<file path="src/rtl/srpl_pkg.sv">
package srpl_pkg;
  localparam int LW_W       = 32;
  localparam int NUM_LW     = 8;
  localparam int TAG_W      = 21;
  localparam int CTL_W      = 8;
  localparam int ASN_W      = 6;
  localparam int HIST_W     = 8;
  localparam int NUM_FIELDS = 11;
  localparam int REC_W      = NUM_LW * LW_W + TAG_W + CTL_W + HIST_W;
  localparam int FLD_IDX_W  = $clog2(NUM_FIELDS);
  localparam int BPOS_W     = $clog2(LW_W);

  // serial field slots: 0..3 even longwords, 4 tag, 5 control, 6..9 odd longwords, 10 history
  localparam int SLOT_TAG  = 4;
  localparam int SLOT_CTL  = 5;
  localparam int SLOT_HIST = 10;

  typedef enum logic [1:0] {ST_BOOT, ST_LOAD, ST_PUSH, ST_DONE} load_state_t;

  typedef struct packed {
    logic [HIST_W-1:0]      hist;
    logic                   line_ok;
    logic                   match;
    logic [ASN_W-1:0]       asn;
    logic [TAG_W-1:0]       tag;
    logic [NUM_LW*LW_W-1:0] lws;
  } cache_line_t;

  function automatic int slot_width(input int k);
    if (k == SLOT_TAG) return TAG_W;
    if (k == SLOT_CTL) return CTL_W;
    if (k == SLOT_HIST) return HIST_W;
    return LW_W;
  endfunction

  function automatic int slot_offset(input int k);
    int off;
    off = 0;
    for (int i = 0; i < k; i++) off += slot_width(i);
    return off;
  endfunction

  // longword number to its serial slot
  function automatic int lw_slot(input int j);
    if ((j % 2) == 0) return j / 2;
    return 6 + j / 2;
  endfunction
endpackage

</file>
<file path="src/rtl/srpl_field_tracker.sv">
module srpl_field_tracker
  import srpl_pkg::*;
(
  input  logic clk,
  input  logic rst_n,
  input  logic take,
  output logic rec_last
);
  logic [FLD_IDX_W-1:0] field_idx;
  logic [BPOS_W-1:0]    bit_pos;
  logic [BPOS_W-1:0]    width_m1;
  logic                 field_end;
  logic                 last_field;

  always_comb begin
    width_m1   = BPOS_W'(slot_width(int'(field_idx)) - 1);
    field_end  = (bit_pos == width_m1);
    last_field = (field_idx == FLD_IDX_W'(NUM_FIELDS - 1));
    rec_last   = take && field_end && last_field;
  end

  always_ff @(posedge clk or negedge rst_n) begin
    if (!rst_n) begin
      field_idx <= '0;
      bit_pos   <= '0;
    end else if (take) begin
      if (field_end) begin
        bit_pos   <= '0;
        field_idx <= last_field ? '0 : field_idx + 1'b1;
      end else begin
        bit_pos <= bit_pos + 1'b1;
      end
    end
  end

  assert_slot_range_R3: assert property (@(posedge clk) disable iff (!rst_n)
    field_idx <= FLD_IDX_W'(NUM_FIELDS - 1));

  assert_bit_in_slot_R3: assert property (@(posedge clk) disable iff (!rst_n)
    bit_pos <= width_m1);

  assert_still_when_idle_R7: assert property (@(posedge clk) disable iff (!rst_n)
    !take |=> $stable(bit_pos) && $stable(field_idx));
endmodule

</file>
<file path="src/rtl/srpl_line_assembler.sv">
module srpl_line_assembler
  import srpl_pkg::*;
(
  input  logic        clk,
  input  logic        rst_n,
  input  logic        take,
  input  logic        bit_in,
  output cache_line_t line
);
  logic [REC_W-1:0]       rec;
  logic [NUM_LW*LW_W-1:0] lw_bus;
  logic [CTL_W-1:0]       ctl;

  // new bits enter at the top, so the first bit of the record ends at bit 0
  always_ff @(posedge clk or negedge rst_n) begin
    if (!rst_n) rec <= '0;
    else if (take) rec <= {bit_in, rec[REC_W-1:1]};
  end

  for (genvar j = 0; j < NUM_LW; j++) begin : g_lw
    localparam int OFF = slot_offset(lw_slot(j));
    assign lw_bus[j*LW_W +: LW_W] = rec[OFF +: LW_W];
  end

  assign ctl = rec[slot_offset(SLOT_CTL) +: CTL_W];

  always_comb begin
    line.lws     = lw_bus;
    line.tag     = rec[slot_offset(SLOT_TAG) +: TAG_W];
    line.asn     = ctl[ASN_W-1:0];
    line.match   = ctl[ASN_W];
    line.line_ok = ctl[ASN_W+1];
    line.hist    = rec[slot_offset(SLOT_HIST) +: HIST_W];
  end

  assert_newest_bit_R4: assert property (@(posedge clk) disable iff (!rst_n)
    take |=> rec[REC_W-1] == $past(bit_in));
endmodule

</file>
<file path="src/rtl/srpl_load_fsm.sv">
module srpl_load_fsm
  import srpl_pkg::*;
#(
  parameter int NUM_LINES = 256,
  localparam int IDX_W = $clog2(NUM_LINES)
) (
  input  logic             clk,
  input  logic             rst_n,
  input  logic             rec_last,
  input  logic             wr_ready,
  output logic             take,
  output logic             rom_rst,
  output logic             wr_valid,
  output logic [IDX_W-1:0] wr_index,
  output logic             done
);
  load_state_t state, state_nx;
  logic        last_line;
  logic        accept;

  always_comb begin
    last_line = (wr_index == IDX_W'(NUM_LINES - 1));
    take      = (state == ST_LOAD);
    wr_valid  = (state == ST_PUSH);
    accept    = wr_valid && wr_ready;
    rom_rst   = (state == ST_BOOT) || (state == ST_DONE);
    done      = (state == ST_DONE);
    state_nx  = state;
    unique case (state)
      ST_BOOT: state_nx = ST_LOAD;
      ST_LOAD: if (rec_last) state_nx = ST_PUSH;
      ST_PUSH: if (accept) state_nx = last_line ? ST_DONE : ST_LOAD;
      ST_DONE: state_nx = ST_DONE;
      default: state_nx = ST_BOOT;
    endcase
  end

  always_ff @(posedge clk or negedge rst_n) begin
    if (!rst_n) begin
      state    <= ST_BOOT;
      wr_index <= '0;
    end else begin
      state <= state_nx;
      if (accept && !last_line) wr_index <= wr_index + 1'b1;
    end
  end

  assert_no_shift_in_rst_R2: assert property (@(posedge clk) disable iff (!rst_n)
    !(take && rom_rst));

  assert_hold_on_stall_R7: assert property (@(posedge clk) disable iff (!rst_n)
    wr_valid && !wr_ready |=> wr_valid && $stable(wr_index) && !take);

  assert_index_step_R6: assert property (@(posedge clk) disable iff (!rst_n)
    wr_valid && wr_ready && !last_line |=> wr_index == $past(wr_index) + 1'b1);

  assert_done_sticky_R8: assert property (@(posedge clk) disable iff (!rst_n)
    done |=> done);

  assert_done_after_last_R8: assert property (@(posedge clk) disable iff (!rst_n)
    $rose(done) |-> $past(wr_valid && wr_ready && last_line));

  assert_rom_low_in_push_R1: assert property (@(posedge clk) disable iff (!rst_n)
    wr_valid |-> !rom_rst);
endmodule

</file>
<file path="src/rtl/sercache_preload.sv">
module sercache_preload
  import srpl_pkg::*;
#(
  parameter int NUM_LINES = 256,
  localparam int IDX_W = $clog2(NUM_LINES)
) (
  input  logic                   clk,
  input  logic                   rst_n,
  output logic                   rom_rst,
  output logic                   rom_shift,
  input  logic                   rom_bit,
  output logic                   wr_valid,
  input  logic                   wr_ready,
  output logic [IDX_W-1:0]       wr_index,
  output logic [NUM_LW*LW_W-1:0] wr_lines,
  output logic [TAG_W-1:0]       wr_tag,
  output logic [ASN_W-1:0]       wr_asn,
  output logic                   wr_match,
  output logic                   wr_line_ok,
  output logic [HIST_W-1:0]      wr_hist,
  output logic                   done,
  output logic                   core_hold
);
  logic        take;
  logic        rec_last;
  cache_line_t line;

  srpl_field_tracker u_track (
    .clk      (clk),
    .rst_n    (rst_n),
    .take     (take),
    .rec_last (rec_last)
  );

  srpl_line_assembler u_asm (
    .clk    (clk),
    .rst_n  (rst_n),
    .take   (take),
    .bit_in (rom_bit),
    .line   (line)
  );

  srpl_load_fsm #(.NUM_LINES(NUM_LINES)) u_fsm (
    .clk      (clk),
    .rst_n    (rst_n),
    .rec_last (rec_last),
    .wr_ready (wr_ready),
    .take     (take),
    .rom_rst  (rom_rst),
    .wr_valid (wr_valid),
    .wr_index (wr_index),
    .done     (done)
  );

  assign rom_shift  = take;
  assign core_hold  = !done;
  assign wr_lines   = line.lws;
  assign wr_tag     = line.tag;
  assign wr_asn     = line.asn;
  assign wr_match   = line.match;
  assign wr_line_ok = line.line_ok;
  assign wr_hist    = line.hist;

  assert_payload_hold_R7: assert property (@(posedge clk) disable iff (!rst_n)
    wr_valid && !wr_ready |=> $stable(wr_lines) && $stable(wr_tag) && $stable(wr_hist)
      && $stable({wr_asn, wr_match, wr_line_ok}));

  assert_hold_inverse_R8: assert property (@(posedge clk) disable iff (!rst_n)
    core_hold != done);
endmodule

</file>
<file path="config.mk">
export PLATFORM = sky130hd
export DESIGN_NAME = sercache_preload
export DESIGN_NICKNAME = d
export VERILOG_FILES = /design/src/rtl/srpl_pkg.sv /design/src/rtl/srpl_field_tracker.sv /design/src/rtl/srpl_line_assembler.sv /design/src/rtl/srpl_load_fsm.sv /design/src/rtl/sercache_preload.sv
export SDC_FILE = /design/constraint.sdc
export NUM_CORES = 1
export LEC_CHECK = 0
export BUFFER_PORTS_ARGS = -buffer_cell sky130_fd_sc_hd__buf_2
export CAP_MARGIN = 10
export CORE_UTILIZATION = 53
export DETAILED_ROUTE_END_ITERATION = 6
export GPL_ROUTABILITY_DRIVEN = 1
export PLACE_DENSITY = 0.8
export SYNTH_ARGS = -nofsm -noshare
export SYNTH_HDL_FRONTEND = slang
export SYNTH_SLANG_ARGS = --single-unit
</file>
<file path="constraint.sdc">
create_clock -name clk -period 2.15 [get_ports clk]
set_input_delay 0.43 -clock clk [delete_from_list [all_inputs] [get_ports clk]]
set_output_delay 0.43 -clock clk [all_outputs]
set_load 0.005 [all_outputs]
</file>
; Yosys cells after proc, flatten, opt, wreduce, memory -nomap -nowiden
; Index checks and enable logic that the tools add are counted.
[totals]
output_inout_bits = 306
ff_bits = 312
input_bits = 4
word_cells = 48
[op_classes]
n_eq_ne = 11
mux = 18
n_reduce_logical = 10
add_sub_neg = 4
[op_table]
columns = cell, count
row1 = $mux 5, 7
row2 = $eq 4x4->1 const B, 4
row3 = $add 8x1->8 const B, 1
row4 = $eq 8x8->1 const B, 1
row5 = $pmux 2 s4, 1
row6 = $mux 1, 6
row7 = $mux 2, 3
row8 = $add 5x1->5 const B, 1
row9 = $eq 5x5->1, 1
row10 = $sub 5x2->5 const B, 1
row11 = $add 4x1->4 const B, 1
row12 = $eq 2x2->1 const B, 2
row13 = $logic_and 1x1->1, 4
row14 = $mux 4, 1
row15 = $reduce_and 2->1, 2
row16 = $eq 2x1->1 const B, 1
row17 = $logic_not 1->1, 2
row18 = $logic_not 2->1, 1
row19 = $ne 2x1->1 const B, 1
row20 = $ne 2x2->1 const B, 1
row21 = $logic_or 1x1->1, 1

; Logic depth before layout (Yosys ltp)
[logic_depth]
ltp_word = 14
ltp_mapped = 8
mapped_depth_nobuf = 6

; Modules after synthesis
; A second synthesis with hierarchy kept.
[hier_totals]
cells_unflattened = 734
hier_area_um2 = 12236.7
[by_module_without_submodules]
columns = mod, n_inst, cells_each, area_per_inst_um2, seq_area_each_um2
row1 = srpl_line_assembler, 1, 619, 11065.6, 7332.0
row2 = srpl_field_tracker, 1, 62, 593.1, 225.2
row3 = srpl_load_fsm, 1, 52, 574.3, 250.2
row4 = sercache_preload, 1, 1, 3.8, 0.0

; Worst setup path after synthesis
; Ideal clock, no wire load.
[synth_path]
path_kind = register to register
from = register u_track.field_idx[1]
to = register u_track.field_idx[0]
period_less_slack_ns = 1.987
arrival_ns = 1.862
slack_ns = 0.163
path_buffers = 0
path_stages_with_launch = 6
required_time_ns = 2.025
setup_time_ns = 0.125
cell_sequence = dfrtp_1 > or3b_1 > o31a_1 > o221a_4 > nor3_1 > mux2_2
[synth_via]
elab_chain_cells = 10
elab_cells_between_ends = 20
classes_between = add/sub: 1 / eq/ne: 5 / mux: 13 / reduce/logical: 1
[synth_lines]
columns = item, line
row1 = start: declaration, srpl_field_tracker.sv:9  ; logic [FLD_IDX_W-1:0] field_idx;
row2 = start signal: assignment, srpl_field_tracker.sv:29  ; field_idx <= last_field ? '0 : field_idx + 1'b1;
row3 = $eq 4x4->1 (on tied branches), "srpl_pkg.sv:30, srpl_pkg.sv:32"
row4 = $mux 5 / $mux 1 (equally long branches), "srpl_pkg.sv:30, srpl_pkg.sv:32"
row5 = $mux 5 / $mux 1 (equally long branches), "srpl_pkg.sv:31, srpl_pkg.sv:32"
row6 = $mux 5 / $mux 1 (equally long branches), "srpl_pkg.sv:32, srpl_pkg.sv:31"
row7 = $mux 5, srpl_pkg.sv:33  ; return LW_W;
row8 = $mux 5, srpl_pkg.sv:32  ; if (k == SLOT_HIST) return HIST_W;
row9 = $mux 5, srpl_pkg.sv:31  ; if (k == SLOT_CTL) return CTL_W;
row10 = $sub 5x2->5, srpl_field_tracker.sv:16  ; width_m1 = BPOS_W'(slot_width(int'(field_idx)) - 1);
row11 = $eq 5x5->1, srpl_field_tracker.sv:17  ; field_end = (bit_pos == width_m1);
row12 = $reduce_and 2->1 (no line), n/a
; Parallel ways exist; a longest one is shown, timed or not. The select of a mux whose other input is x is not followed.
; A chain may end at the register's enable or synchronous reset.

; Worst setup path after layout
[layout_path]
from = register u_fsm.state[1]
to = output port rom_shift
[layout_via]
elab_chain_cells = 1
[layout_lines]
columns = item, line
row1 = start: declaration, srpl_load_fsm.sv:17  ; load_state_t state, state_nx;
row2 = start signal: assignment, srpl_load_fsm.sv:43  ; state <= state_nx;
row3 = $eq 2x1->1, srpl_load_fsm.sv:23  ; take = (state == ST_LOAD);
row4 = end: declaration, sercache_preload.sv:10  ; output logic rom_shift,
; Every way passes these cells.

==> impl_metrics.env <==
export IMPL_vias_per_cell=5.22
export IMPL_syn_num_nets=748
export IMPL_grt_pass1_wl_um=36700
export IMPL_yosysWarningCount=0
export IMPL_start_util=0.542
export IMPL_dp_cells=1313
export IMPL_p_total_mw=11.4
export IMPL_cp_arrival_ns=1.63
export IMPL_synth_edf_count=0
export IMPL_port_buffers=309
export IMPL_insertion_delay_ns=0.54
export IMPL_power_density_nw_per_um2=757
export IMPL_vias=7172
export IMPL_ys_seq_elements=312
export IMPL_post_route_period_util=0.960
export IMPL_antenna_found_initial=0
export IMPL_hpwl_um=16000
export IMPL_die_w_um=152
export IMPL_synth_seq_area_share=0.658
export IMPL_min_path_type="in -> reg"
export IMPL_dieArea_um2=23000
export IMPL_gr_usage_met1=0.260
export IMPL_leakage_nw=8.53
export IMPL_startpoint_type="flop"
export IMPL_clkSinkCount=312
export IMPL_antenna_cells=0
export IMPL_place_gp_congestion=0.792
export IMPL_synth_cell_types=35
export IMPL_async_reset_ff_frac=1.00
export IMPL_grt_max_degree=73
export IMPL_ioPinCount=310
export IMPL_required_ns=1.72
export IMPL_finalWorstPathRequiredPeriod_ns=2.06
export IMPL_layout_cells_non_filler=1373
export IMPL_firstDrtPassIters=4
export IMPL_overflow=0
export IMPL_cts_root_buf="clkbuf_16"
export IMPL_use_met2=0.326
export IMPL_fin_nets=1082
export IMPL_finalWirelength_um=23800
export IMPL_maxCapViolCount=0
export IMPL_met3_usage=0.0611
export IMPL_fmax_mhz=484
export IMPL_syn_to_final_growth_pct=27.0
export IMPL_synth_area_per_cell_um2=16.1
export IMPL_critPathMaxFanout=16
export IMPL_setup_worst_path_end_class="output port"
export IMPL_synth_ff_type="dfrtp_1"
export IMPL_drc=0
export IMPL_drt_iter0_markers=240
export IMPL_cts_tree="done"
export IMPL_vdd_drop_max_mv=0.672
export IMPL_ant_nets=0
export IMPL_chipHeight_um=152
export IMPL_outcome="complete, no violations"
export IMPL_clock_skew_final_ns=0.00531
export IMPL_clkSlewWorstSetupHoldPaths_ns=0.06
export IMPL_path_class="reg -> out"
export IMPL_drv_slew=0
export IMPL_placed_area_um2=14000
export IMPL_tightest_slew_ns=0.463
export IMPL_finalInstanceArea_um2=15100
export IMPL_grtUsageTotal=0.201
export IMPL_numCtsBuffers=31
export IMPL_wl_per_cell_um=17.3
export IMPL_setup_viol=0
export IMPL_drive_gt1_frac=0.625
export IMPL_grt_pass1_vias=7112
export IMPL_htreeDepth=1
export IMPL_syn_inst=738
export IMPL_finalHoldViolations=0
export IMPL_rows=54
export IMPL_top_usage_layer="met2"
export IMPL_core_area_um2=21900
export IMPL_cts_max_path_buffers=3
export IMPL_slew_headroom=0.690
export IMPL_synth_area_um2=11900
==> layout make-up <==
cell class,instances,area (um2)
flip-flops and latches,312,7810
fillers,1476,6830
multi-input cells,382,3910
repair buffers,337,1940
clock buffers,44,875
well taps,280,350
clock inverters,10,150
inverters,8,30.0
==> cells in the mapped netlist (2+ instances only) <==
| library cell | n | share of area |
|---|---|---|
| xor2_1 | 3 | 0.0022 |
| nand3_1 | 7 | 0.0030 |
| nor2_1 | 6 | 0.0019 |
| dfrtp_1 | 312 | 0.66 |
| xnor2_1 | 5 | 0.0037 |
| nand2_1 | 13 | 0.0041 |
| o22ai_1 | 2 | 0.0011 |
| nor4_1 | 2 | 0.0011 |
| mux2i_1 | 2 | 0.0017 |
| mux2_2 | 294 | 0.28 |
| clkbuf_1 | 34 | 0.011 |
| inv_1 | 8 | 0.0025 |
| o21ai_0 | 8 | 0.0034 |
| nand4_1 | 4 | 0.0021 |
| and2_1 | 2 | 0.0011 |
| ha_1 | 6 | 0.0063 |
| o31ai_1 | 2 | 0.0013 |
| a21oi_1 | 4 | 0.0017 |
| buf_1 | 2 | 0.00063 |
| nor3_1 | 5 | 0.0021 |
| nand2b_1 | 3 | 0.0016 |
==> sequential cells by signal, summed over array words and instances, names as in the netlist <==
name	flops
u_asm.rec	293
u_track.field_idx	4
u_track.bit_pos	5
u_fsm.wr_index	8
u_fsm.state	2
==> routing by layer <==
layer | share of wire | up-vias
met2 | 0.47 | 254
li1 | - | 3296
met4 | 0.024 | 0
met1 | 0.41 | 3577
met3 | 0.089 | 45
met5 | 0 | -
==> critical path: stages (launching register included) <==
cell and delay, ns:
dfrtp_1 0.42, inv_1 0.15, ha_4 0.22, buf_12 0.18, buf_2 0.13
==> where the power goes <==
part | switching (mW) | internal [mW]
Sequential | 0 | 5.87
Combinational | 0.113 | 0.0200
Clock | 2.12 | 3.28
==> timing repair <==
| item | CTS | global route |
|---|---|---|
| hold buffers | 1 | 0 |
| endpoints found under the setup margin | 1 | 2 |
| gates cloned | 1 | 0 |
| setup buffers | 0 | 4 |
| gates resized for setup | 0 | 1 |
| endpoints found under the hold margin | 33 | 0 |
==> final timing paths <==
check	startpoint	endpoint	slack [ns]	cells after the start
max	u_fsm.state[1]$_DFFE_PN0P_	rom_shift	0.09	4
min	rom_bit	u_asm.rec[292]$_DFFE_PN0P_	0.13	2
max reg2reg	u_track.field_idx[3]$_DFFE_PN0P_	u_track.field_idx[3]$_DFFE_PN0P_	0.10	5
min reg2reg	u_fsm.wr_index[7]$_DFFE_PN0P_	u_fsm.wr_index[7]$_DFFE_PN0P_	0.50	1
max in group asynchronous	rst_n	u_asm.rec[286]$_DFFE_PN0P_	1.04	3
min in group asynchronous	rst_n	u_asm.rec[262]$_DFFE_PN0P_	0.37	2
==> through the flow <==
step                setup slack [ns]  hold WS, ns  TNS, ns   util
finish                        0.0853        0.133        0  0.688
floorplan                      0.163        0.134        0      -
global placement               0.138        0.339        0  0.638
detailed placement             0.102        0.342        0  0.638
CTS                          0.00118        0.107        0  0.686
global route                 -0.0117        0.136  -0.0117  0.688
==> logic make-up (layout without fill, tap and decap cells) <==
group	Yosys count	in the layout	synth area share
DFF	312	312	0.658
muxes	296	296	0.281
and+or+nand+nor	51	51	0.0229
buffers and inverters	44	399	0.0139
AOI/OAI and AO/OA	21	21	0.0118
xor gates and xnor gates	8	8	0.00591
adders and majority gates	6	6	0.00633
==> cells in the final DEF, fill, tap and decap left out, types with 2 or more instances in the layout <==
cell and instances:
ha_1 5, nor4_1 2, mux2_2 294, clkinv_2 6, o31ai_1 2, o21ai_0 8
inv_1 8, nor2_1 6, dfrtp_1 312, nand3_1 7, buf_4 14, nand2_1 13
xor2_1 3, clkbuf_1 8, mux2i_1 2, nor3_1 4, a21oi_1 4, and2_1 2
o22ai_1 2, clkbuf_8 5, nand4_1 4, bufinv_16 4, buf_12 12, xnor2_1 5
buf_2 308, clkbuf_16 31, nand2b_1 3
Power figures use the tool's default switching activity.
